==> config.mk <==
export PLATFORM = sky130hd
export DESIGN_NAME = pwrup_seq
export DESIGN_NICKNAME = d
export VERILOG_FILES = /design/src/rtl/pwrup_seq_pkg.sv /design/src/rtl/pwrup_sync.sv /design/src/rtl/pwrup_dwell_timer.sv /design/src/rtl/pwrup_seq.sv
export SDC_FILE = /design/constraint.sdc
export NUM_CORES = 1
export LEC_CHECK = 0
export BUFFER_PORTS_ARGS = -buffer_cell sky130_fd_sc_hd__clkbuf_2
export CELL_PAD_IN_SITES_DETAIL_PLACEMENT = 1
export CELL_PAD_IN_SITES_GLOBAL_PLACEMENT = 2
export CORE_ASPECT_RATIO = 0.7
export CORE_MARGIN = 3
export CORE_UTILIZATION = 30
export CTS_CLUSTER_DIAMETER = 60
export DETAILED_ROUTE_END_ITERATION = 12
export GPL_TIMING_DRIVEN = 1
export PLACE_DENSITY_LB_ADDON = 0.1
export SYNTH_ARGS = -nofsm -noshare
export SYNTH_HDL_FRONTEND = slang
export SYNTH_SLANG_ARGS = --single-unit
==> constraint.sdc <==
create_clock -name clk -period 2.45 [get_ports clk]
set_clock_uncertainty 0.05 [all_clocks]
set_input_delay 0.245 -clock clk [delete_from_list [all_inputs] [get_ports clk]]
set_output_delay 0.245 -clock clk [all_outputs]
set_load 0.02 [all_outputs]
==> src/rtl/pwrup_seq_pkg.sv <==
// Shared types for the power-up sequencer: state codes, divisor pair,
// and per-state helpers. Assumes 16 states fit a 4-bit code.
package pwrup_seq_pkg;

    localparam int DIVX_W = 5;
    localparam int DIVZ_W = 6;

    typedef enum logic [3:0] {
        ST_COLD       = 4'd0,
        ST_SETTLE     = 4'd1,
        ST_NOMINAL    = 4'd2,
        ST_RAMP_SLOW  = 4'd3,
        ST_RAMP_FULL  = 4'd4,
        ST_INIT_WAIT  = 4'd5,
        ST_TEST_WAIT  = 4'd6,
        ST_FWD_HOLD   = 4'd7,
        ST_FWD_TIMED  = 4'd8,
        ST_RUN        = 4'd9,
        ST_DOWN_FULL  = 4'd10,
        ST_DOWN_MID   = 4'd11,
        ST_DOWN_SLOW  = 4'd12,
        ST_IRQ_WAIT   = 4'd13,
        ST_RESET_WAIT = 4'd14,
        ST_FAULT      = 4'd15
    } seq_state_e;

    typedef struct packed {
        logic [DIVX_W-1:0] x;
        logic [DIVZ_W-1:0] z;
    } div_pair_t;

    // Divisor pair the clock generator uses in each state
    function automatic div_pair_t div_of(seq_state_e s);
        div_pair_t d;
        case (s)
            ST_RAMP_SLOW, ST_DOWN_MID: begin
                d.x = DIVX_W'(2);
                d.z = DIVZ_W'(4);
            end
            ST_RAMP_FULL, ST_INIT_WAIT, ST_TEST_WAIT, ST_FWD_HOLD,
            ST_FWD_TIMED, ST_RUN, ST_DOWN_FULL: begin
                d.x = DIVX_W'(1);
                d.z = DIVZ_W'(2);
            end
            default: begin
                d.x = DIVX_W'(16);
                d.z = DIVZ_W'(32);
            end
        endcase
        return d;
    endfunction

    // States whose length is set by the dwell timer
    function automatic logic is_timed(seq_state_e s);
        return (s == ST_RAMP_SLOW) || (s == ST_RAMP_FULL) || (s == ST_FWD_TIMED) ||
               (s == ST_DOWN_FULL) || (s == ST_DOWN_MID)  || (s == ST_DOWN_SLOW);
    endfunction

endpackage

==> src/rtl/pwrup_sync.sv <==
// Multi-stage synchronizer for one asynchronous level.
// Assumes STAGES >= 2; the output takes RST_VAL during block reset.
module pwrup_sync #(
    parameter int STAGES  = 2,
    parameter bit RST_VAL = 1'b0
) (
    input  logic clk,
    input  logic rst_n,
    input  logic d,
    output logic q
);
    logic [STAGES-1:0] chain;

    // Shift the input level through the flop chain
    always_ff @(posedge clk) begin
        if (!rst_n) chain <= {STAGES{RST_VAL}};
        else        chain <= {chain[STAGES-2:0], d};
    end

    assign q = chain[STAGES-1];
endmodule

==> src/rtl/pwrup_dwell_timer.sv <==
// Down-counter that times one sequencer step. A load sets it to DWELL-1;
// done is high while the count is zero, so a step lasts DWELL cycles.
// Assumes DWELL >= 2.
module pwrup_dwell_timer #(
    parameter int DWELL = 4108
) (
    input  logic clk,
    input  logic rst_n,
    input  logic load,
    output logic done
);
    localparam int CW = $clog2(DWELL);
    localparam logic [CW-1:0] LOAD_VAL = CW'(DWELL - 1);

    logic [CW-1:0] cnt;

    // Reload on step entry, otherwise count down to zero and hold
    always_ff @(posedge clk) begin
        if (!rst_n)          cnt <= '0;
        else if (load)       cnt <= LOAD_VAL;
        else if (cnt != '0)  cnt <= cnt - 1'b1;
    end

    assign done = (cnt == '0);
endmodule

==> src/rtl/pwrup_seq.sv <==
// Power-up / power-down sequencer. Steps the clock divisor pair through
// slow, intermediate and full speed and back, runs the self-init and
// self-test phases, and handles sleep, reset and fault paths.
// Assumes init_done, test_done, fwd_rst, sleep_req, irq and fault are
// synchronous to clk; sys_reset_n and pwr_good may be asynchronous.
module pwrup_seq
    import pwrup_seq_pkg::*;
#(
    parameter int DWELL       = 4108,
    parameter int SYNC_STAGES = 2
) (
    input  logic              clk,
    input  logic              rst_n,
    input  logic              sys_reset_n,
    input  logic              pll_pwr_ok,
    input  logic              core_pwr_ok,
    input  logic              pwr_good,
    input  logic              fwd_rst,
    input  logic              init_done,
    input  logic              test_done,
    input  logic              sleep_req,
    input  logic              irq,
    input  logic              fault,
    output logic [3:0]        seq_state,
    output logic [DIVX_W-1:0] div_x,
    output logic [DIVZ_W-1:0] div_z,
    output logic              init_start,
    output logic              init_run,
    output logic              test_start,
    output logic              test_run
);
    seq_state_e state_q, state_d;
    logic       chip_rst_n_s, pg_s;
    logic       step_done, step_load;
    logic       skip_selftest_q;
    logic       pwr_ok;
    div_pair_t  div_now;

    pwrup_sync #(.STAGES(SYNC_STAGES), .RST_VAL(1'b0)) u_sync_rst (
        .clk(clk), .rst_n(rst_n), .d(sys_reset_n), .q(chip_rst_n_s));

    pwrup_sync #(.STAGES(SYNC_STAGES), .RST_VAL(1'b0)) u_sync_pg (
        .clk(clk), .rst_n(rst_n), .d(pwr_good), .q(pg_s));

    pwrup_dwell_timer #(.DWELL(DWELL)) u_timer (
        .clk(clk), .rst_n(rst_n), .load(step_load), .done(step_done));

    assign pwr_ok    = pll_pwr_ok & core_pwr_ok;
    assign step_load = is_timed(state_d) && (state_d != state_q);

    // Next-state selection; supply loss overrides every state
    always_comb begin
        state_d = state_q;
        if (!pwr_ok) begin
            state_d = ST_COLD;
        end else begin
            case (state_q)
                ST_COLD:       if (!chip_rst_n_s) state_d = ST_SETTLE;
                ST_SETTLE:     if (pg_s)          state_d = ST_NOMINAL;
                ST_NOMINAL:    if (chip_rst_n_s)  state_d = ST_RAMP_SLOW;
                ST_RAMP_SLOW:  if (step_done)     state_d = ST_RAMP_FULL;
                ST_RAMP_FULL:  if (step_done)
                                   state_d = skip_selftest_q ? ST_FWD_HOLD : ST_INIT_WAIT;
                ST_INIT_WAIT:  if (init_done)     state_d = ST_TEST_WAIT;
                ST_TEST_WAIT:  if (test_done)     state_d = ST_FWD_HOLD;
                ST_FWD_HOLD:   if (!fwd_rst)      state_d = ST_FWD_TIMED;
                ST_FWD_TIMED:  if (step_done)     state_d = ST_RUN;
                ST_RUN: begin
                    if (fault)                           state_d = ST_FAULT;
                    else if (sleep_req || !chip_rst_n_s) state_d = ST_DOWN_FULL;
                end
                ST_DOWN_FULL:  if (step_done)     state_d = ST_DOWN_MID;
                ST_DOWN_MID:   if (step_done)     state_d = ST_DOWN_SLOW;
                ST_DOWN_SLOW:  if (step_done)
                                   state_d = sleep_req ? ST_IRQ_WAIT : ST_RESET_WAIT;
                ST_IRQ_WAIT:   if (irq)           state_d = ST_RAMP_SLOW;
                ST_RESET_WAIT: if (chip_rst_n_s)  state_d = ST_RAMP_SLOW;
                ST_FAULT:      if (!fault && chip_rst_n_s) state_d = ST_RAMP_SLOW;
                default:                          state_d = ST_COLD;
            endcase
        end
    end

    // State register
    always_ff @(posedge clk) begin
        if (!rst_n) state_q <= ST_COLD;
        else        state_q <= state_d;
    end

    // Remember a fault recovery until the ramp reaches the forward-reset hold
    always_ff @(posedge clk) begin
        if (!rst_n || state_d == ST_COLD || state_d == ST_FWD_HOLD)
            skip_selftest_q <= 1'b0;
        else if (state_q == ST_FAULT && state_d == ST_RAMP_SLOW)
            skip_selftest_q <= 1'b1;
    end

    // One-cycle start pulses on entry to the self-init and self-test waits
    always_ff @(posedge clk) begin
        if (!rst_n) begin
            init_start <= 1'b0;
            test_start <= 1'b0;
        end else begin
            init_start <= (state_d == ST_INIT_WAIT) && (state_q != ST_INIT_WAIT);
            test_start <= (state_d == ST_TEST_WAIT) && (state_q != ST_TEST_WAIT);
        end
    end

    assign div_now   = div_of(state_q);
    assign div_x     = div_now.x;
    assign div_z     = div_now.z;
    assign init_run  = (state_q == ST_INIT_WAIT);
    assign test_run  = (state_q == ST_TEST_WAIT);
    assign seq_state = state_q;
endmodule

# Word-level counts from Yosys, hierarchy flattened
# Memory sizes are Yosys's and may differ from the RTL's. A register that Yosys moved wholly into a read port is not among the register bits.
# Cells that the tools add are included.
word_totals:
  memories: 1
  output_inout_bits: 19
  rom_bits: 96
  inputBits: 12
  elab_cells: 85
  ff_bits: 24
classes:
  eq_ne: 27
  n_reduce_logical: 23
  addsub: 1
  muxes: 23
  bitwise_logic: 2
memory_table:
  columns: ["name", "words", "word_bits", "read_ports", "rd_ports_with_merged_regs", "write_ports", "line_no", "rtl"]
  rows:
  - ["(name not given)", 16, 6, 1, 1, 0, "pwrup_seq_pkg.sv:35", "case (s)"]
ops:
  columns: ["operator", "count"]
  rows:
  - ["two-way mux 4 bit", 18]
  - ["case mux 4 bit (15 select lines)", 1]
  - ["equality test 4 bit, second input constant", 12]
  - ["equality test 4 x 3 -> 1 bit, second input constant", 8]
  - ["two-way mux 13 bit", 2]
  - ["logical NOT 13 bit", 1]
  - ["nonzero test 13 bit", 1]
  - ["subtractor 13 x 1 -> 13 bit, second input constant", 1]
  - ["equality test 4 x 2 -> 1 bit, second input constant", 3]
  - ["logical NOT 4 bit", 2]
  - ["logical OR 1 bit", 8]
  - ["inequality test 4 x 3 -> 1 bit, second input constant", 2]
  - ["logical AND 1 bit", 5]
  - ["equality test 4 x 1 -> 1 bit, second input constant", 1]
  - ["two-way mux 2 bit", 2]
  - ["inequality test 4 bit", 1]
  - ["OR reduction 2 bit", 2]
  - ["logical NOT 1 bit", 3]
  - ["nonzero test 2 bit", 1]
  - ["AND 1 bit", 1]
  - ["NOT 1 bit", 1]

# Depth between registers and ports, before layout
logic_depth:
  ltp_word: 14
  depth_mapped: 10
  ltp_nobuf: 9

# Cells and area by module
# From an unflattened synthesis, not the netlist that was laid out.
hier_totals:
  hier_cells: 204
  hier_area_um2: 1779.2
modules_own_cells:
  columns: ["mod", "cells_each", "area_per_inst_um2", "seq_area_each_um2", "n_inst"]
  rows:
  - ["pwrup_seq", 122, 1016.0, 200.2, 1]
  - ["pwrup_dwell_timer", 74, 658.1, 260.2, 1]
  - ["pwrup_sync", 4, 52.6, 40.0, 2]

# Least setup slack after synthesis
# Ideal clock, no wire load.
synth_path:
  kind: "reg2reg"
  start: "register state_q[3] (netlist: seq_state[3])"
  end: "register u_timer.cnt[12]"
  arrival_ns: 2.381
  synth_period_minus_slack_ns: 2.546
  slack_ns: -0.096
  stages_incl_launch_ff: 10
  required_time_ns: 2.285
  path_cell_list: "dfxtp_1 -> buf_2 -> mux2_2 -> a22oi_1 -> nor2_1 -> o31ai_4 -> a21boi_2 -> o311a_4 -> buf_6 -> o21a_1"
synth_via:
  elab_chain_cells: 12
  word_cells_on_any_way: 50
synth_lines:
  columns: ["item", "line_no", "rtl"]
  rows:
  - ["start, declared", "pwrup_seq.sv:32", "seq_state_e state_q, state_d;"]
  - ["start signal, assigned", "pwrup_seq.sv:87", "else state_q <= state_d;"]
  - ["equality test 4 bit, or another cell as far along", "pwrup_seq.sv:57", "case (state_q)"]
  - ["OR reduction 2 bit (no line) / two-way mux 4 bit (equally long branches)", null, null]
  - ["case mux 4 bit (15 select lines)", "pwrup_seq.sv:57", null]
  - ["two-way mux 4 bit", "pwrup_seq.sv:54", "if (!pwr_ok) begin"]
  - ["equality test 4 x 2 -> 1 bit / equality test 4 x 3 -> 1 bit (equally long branches)", "pwrup_seq_pkg.sv:55", "return (s == ST_RAMP_SLOW) || (s == ST_RAMP_FULL) || (s == ST_FWD_TIMED) ||"]
  - ["logical OR 1 bit (3 in series)", "pwrup_seq_pkg.sv:55", null]
  - ["logical OR 1 bit (2 in series)", "pwrup_seq_pkg.sv:56", "(s == ST_DOWN_FULL) || (s == ST_DOWN_MID) || (s == ST_DOWN_SLOW);"]
  - ["logical AND 1 bit (*)", "pwrup_seq.sv:49", "assign step_load = is_timed(state_d) && (state_d != state_q);"]
  - ["two-way mux 13 bit / nonzero test 2 bit (equally long branches)", null, null]
  - ["end signal, assigned", "pwrup_dwell_timer.sv:21", "else if (cnt != '0) cnt <= cnt - 1'b1;"]
  - ["end, declared", "pwrup_dwell_timer.sv:15", "logic [CW-1:0] cnt;"]
# Mark *: on every way between the ends. The rest lies on a longest branch, timed or not.
# A chain may end at the register's enable or synchronous reset.

# Final worst setup path
layout_path:
  start: "register state_q[2] (netlist: seq_state[2])"
  end: "register u_timer.cnt[12]"
# The elaborated chain is that of the path after synthesis.

==> summary by stage <==
Timing
At the pin with the least slew margin, the transition time is 0.6293 ns. In the post-route analysis, the smallest setup slack over all paths is 0.05406 ns. The post-route clock period utilization is 0.9779.

Setup repair after global routing could not meet its margin everywhere. The total of endpoints with negative setup slack in the final report is 0. The max-slew violation count is 0.

The number of failing hold endpoints at the final stage came to 0. In the final timing run, aggregate negative setup slack is 0 ns. The highest achievable clock rate is 417.4 MHz.

The smallest clock period supported by the final layout is computed as 2.396 ns. In this run the tightest slew margin relative to its limit is 0.5800.

Synth
The number of synthesis warnings is 0. The portion of synthesized cell area occupied by the leading cell type is 0.3019. Yosys mapped a number of flops with a built-in enable equal to 0. The count of unique library cells instantiated by Yosys is 61. Of all cell types, the one taking the most synthesized area is dfxtp_1. The commonest cells after synthesis are 27 x dfxtp_1, 20 x nor2_1, 19 x nand2_1. The cell with the most instances after synthesis is dfxtp_1. The synthesized instance count is 202.

Counting flops and latches in the post-synthesis netlist gives 27. The area of the mapped netlist is 0.001790 sq mm. The leading register cell type out of synthesis is dfxtp_1. The post-synthesis async set-or-reset flop share is 0. For this run, the register share of the synthesized area comes to 0.3019. By area the synthesized netlist is led by dfxtp_1 30%, nor3_2 4.5%, nor2_1 4.2%. In this run the mean area of a mapped cell was 8.864 sq um.

Cells and area
The share of post-route cells with drive strength above 1 is 0.4194. The number of nets in the layout is 263. Summing all multi-input logic gate instances after layout gives 0.001195 sq mm. Across the whole layout, storage elements account for 550.5 sq um.

From synthesis to final layout, the design area changed by 26.48%. At the end of the flow the core is filled with cells to 0.4114. The number of antenna cells inserted is 0. The layout has 667 filler cells.

Setup path
The critical path contains buffers and inverters numbering 0 combined. At the worst endpoint, the required time is 2.57 ns. The setup slack on the worst flop-to-flop path is 0.05 ns. The total number of cells along the worst setup path is 7. The largest individual stage delay along the critical path comes from the cell or4b_1. Measured in cells, the most critical reg-to-reg path has a length of 7. The terminus of the critical flop-to-flop path is u_timer.cnt[12]. The worst setup path is of the register to register kind. The critical-path maximum fanout is 8. The source of the worst register-to-register timing path is seq_state[2].

At the worst endpoint, the arrival time is 2.52 ns. The highest cell delay on the worst timing path is 0.48 ns. Traced cell by cell, the critical path runs through or4b_1 -> o211a_1 -> o21bai_4 -> o2111ai_1 -> a21boi_2 -> o311a_4 -> o21a_1. The worst setup path startpoint is seq_state[2]. Broken down by cell family, the worst path's largest delay share belongs to compound AO/OA/AOI/OAI gates. STA classifies the critical path endpoint as a register. The worst setup path is launched from a register. The last element of the critical path is u_timer.cnt[12].

Detailed routing
The number of nets with antenna violations after detailed routing is 0. Summed over all layers, the routed wires come to 5.398 mm. The detail-routed net length per standard cell is 16.87 um.

The detailed router finished its first iteration with 75 violations. Before antenna repair, the detailed router went through 4 iterations. The total DRC errors in the routed layout is 0. In the routed layout, each cell is associated on average with a via count of 5.275. The routed layout has 1688 vias.

CTS
The number of sinks driven by the clock tree is 27. The clock insertion delay at the later pin of the skew report is 0.27 ns. The cell at the root of the clock tree is clkbuf_8. The maximum level of the CTS H-tree is 1. The clock transition at the register clock pins on the worst setup and hold paths after CTS is 0.09 ns. Clock tree synthesis inserted a total of 3 buffers. The clock passes through at most 2 buffers. Buffers inserted to repair hold after CTS numbered 0. The CTS tree is yes.

Place
Buffers placed on the I/O ports in this run total 25. Detailed placement ended at an HPWL of 4.161 mm. The global placement routability congestion is 0.8333. OpenSTA, run right after detailed placement, puts the worst setup slack at -0.07958 ns.

Job
The count of max-cap constraint violations is 0.

Pwr
Summed over all cells, the static leakage comes to 0.8837 nW. The maximum vdd ir drop is 362.1 uV. Total power for the finished layout comes to 1.949 mW. For this design the ratio of total power to cell area is 860.7 mW/mm^2.

Global routing
The aggregate global-route resource usage is 0.1574. The global-route wire length before repair is 8.866 mm. The number of antenna violations at the first check in global routing is 0. The number of global-route vias before repair is 1721. Entering global routing, the biggest net connects 15 pins. The remaining global-route overflow is 0.

Floorplan
From bottom edge to top edge, the die measures 70.64 um. The site row count is 22. For this configuration, the core starts out at a cell density of 0.3252. The core region is 0.005505 sq mm. In this run the horizontal extent of the chip is 98.34 um. The die covers 0.006946 sq mm. The top-level I/O count is 31.

Status
The run finished with clean final reports.

Worst hold path
The type of the worst min-delay path is input pin to register.
-- state kept, by name, indices dropped and copies added, names as in the netlist --
register	count
u_timer.cnt	13
skip_selftest_q	1
init_start	1
u_sync_rst.chain	2
u_sync_pg.chain	2
test_start	1
seq_state	4
div_now	3
-- layout by cell type, fill, tap and decap left out, drive strengths merged, types with 3 or more instances in the layout --
cell,netlist,layout
dfxtp,27,27
or2b,3,3
buf,13,30
inv,8,8
nor3,14,14
xnor2,6,6
clkbuf,5,29
nand3,3,3
conb,1,5
mux2i,3,3
or3,5,5
o21ai,5,5
xor2,3,3
nor2,20,20
a21oi,7,7
o21a,4,4
nor4,7,7
nand2,19,19
o2111ai,3,3
and2,7,7
-- cells by family after synthesis --
kind of cell               Yosys count  synth area share
AOI/OAI and AO/OA                   40            0.1908
adders and majority gates            2           0.01397
xor gates and xnor gates             9           0.04403
other                                1          0.002094
muxes                                4           0.02306
and+or+nand+nor                     93            0.3243
DFF                                 27            0.3019
buffers and inverters               26           0.09993
-- power by group --
group / switching [mW] / internal (mW)
registers: 0.121 / 0.540
clock network: 0.139 / 0.117
logic: 0.511 / 0.522
-- through the flow --
step                std cells  hold WS, ns  area [sq um]
finish                    320       0.1269          2265
global route              320       0.1231          2265
CTS                       317       0.1214          2182
detailed placement        310       0.3740          2063
global placement          310       0.3809          2063
floorplan                 206       0.3067          1812
-- what timing repair did --
item                                    CTS  global route
endpoints found under the setup margin   15            17
resized for setup                         9            17
setup buffers                             2             3
hold endpoints to repair                  0             0
cloned                                    1             0
pin swaps                                 4            18
-- how the worst min path moves through the flow --
| stage | start | endpoint | slack, ns | depth (start not counted) |
|---|---|---|---|---|
| after floorplan | rst_n | seq_state[2] | 0.31 | 2 |
| after global placement | u_sync_pg.chain[0] | u_sync_pg.chain[1] | 0.38 | 1 |
| after detailed placement | u_sync_pg.chain[0] | u_sync_pg.chain[1] | 0.37 | 1 |
| after CTS | sys_reset_n | u_sync_rst.chain[0] | 0.12 | 2 |
| after global routing | sys_reset_n | u_sync_rst.chain[0] | 0.12 | 2 |
| final | sys_reset_n | u_sync_rst.chain[0] | 0.13 | 2 |
-- area by class of cell --
| class | count | share of cell area |
|---|---|---|
| Tap cell | 72 | 0.03978 |
| Clock buffer | 4 | 0.01989 |
| Inverter | 8 | 0.01326 |
| Sequential cell | 27 | 0.2431 |
| Multi-Input combinational cell | 154 | 0.5276 |
| Timing Repair Buffer | 55 | 0.1564 |
-- metal layers --
layer | share of wire | global-route usage | wire length [um]
met5 | 0 | 0 | 0
met4 | 0.0041 | 0.01667 | 22
met3 | 0.065 | 0.03054 | 349
met2 | 0.44 | 0.2457 | 2350
met1 | 0.50 | 0.2326 | 2676
Note: power is estimated with default switching activity, not from simulation.
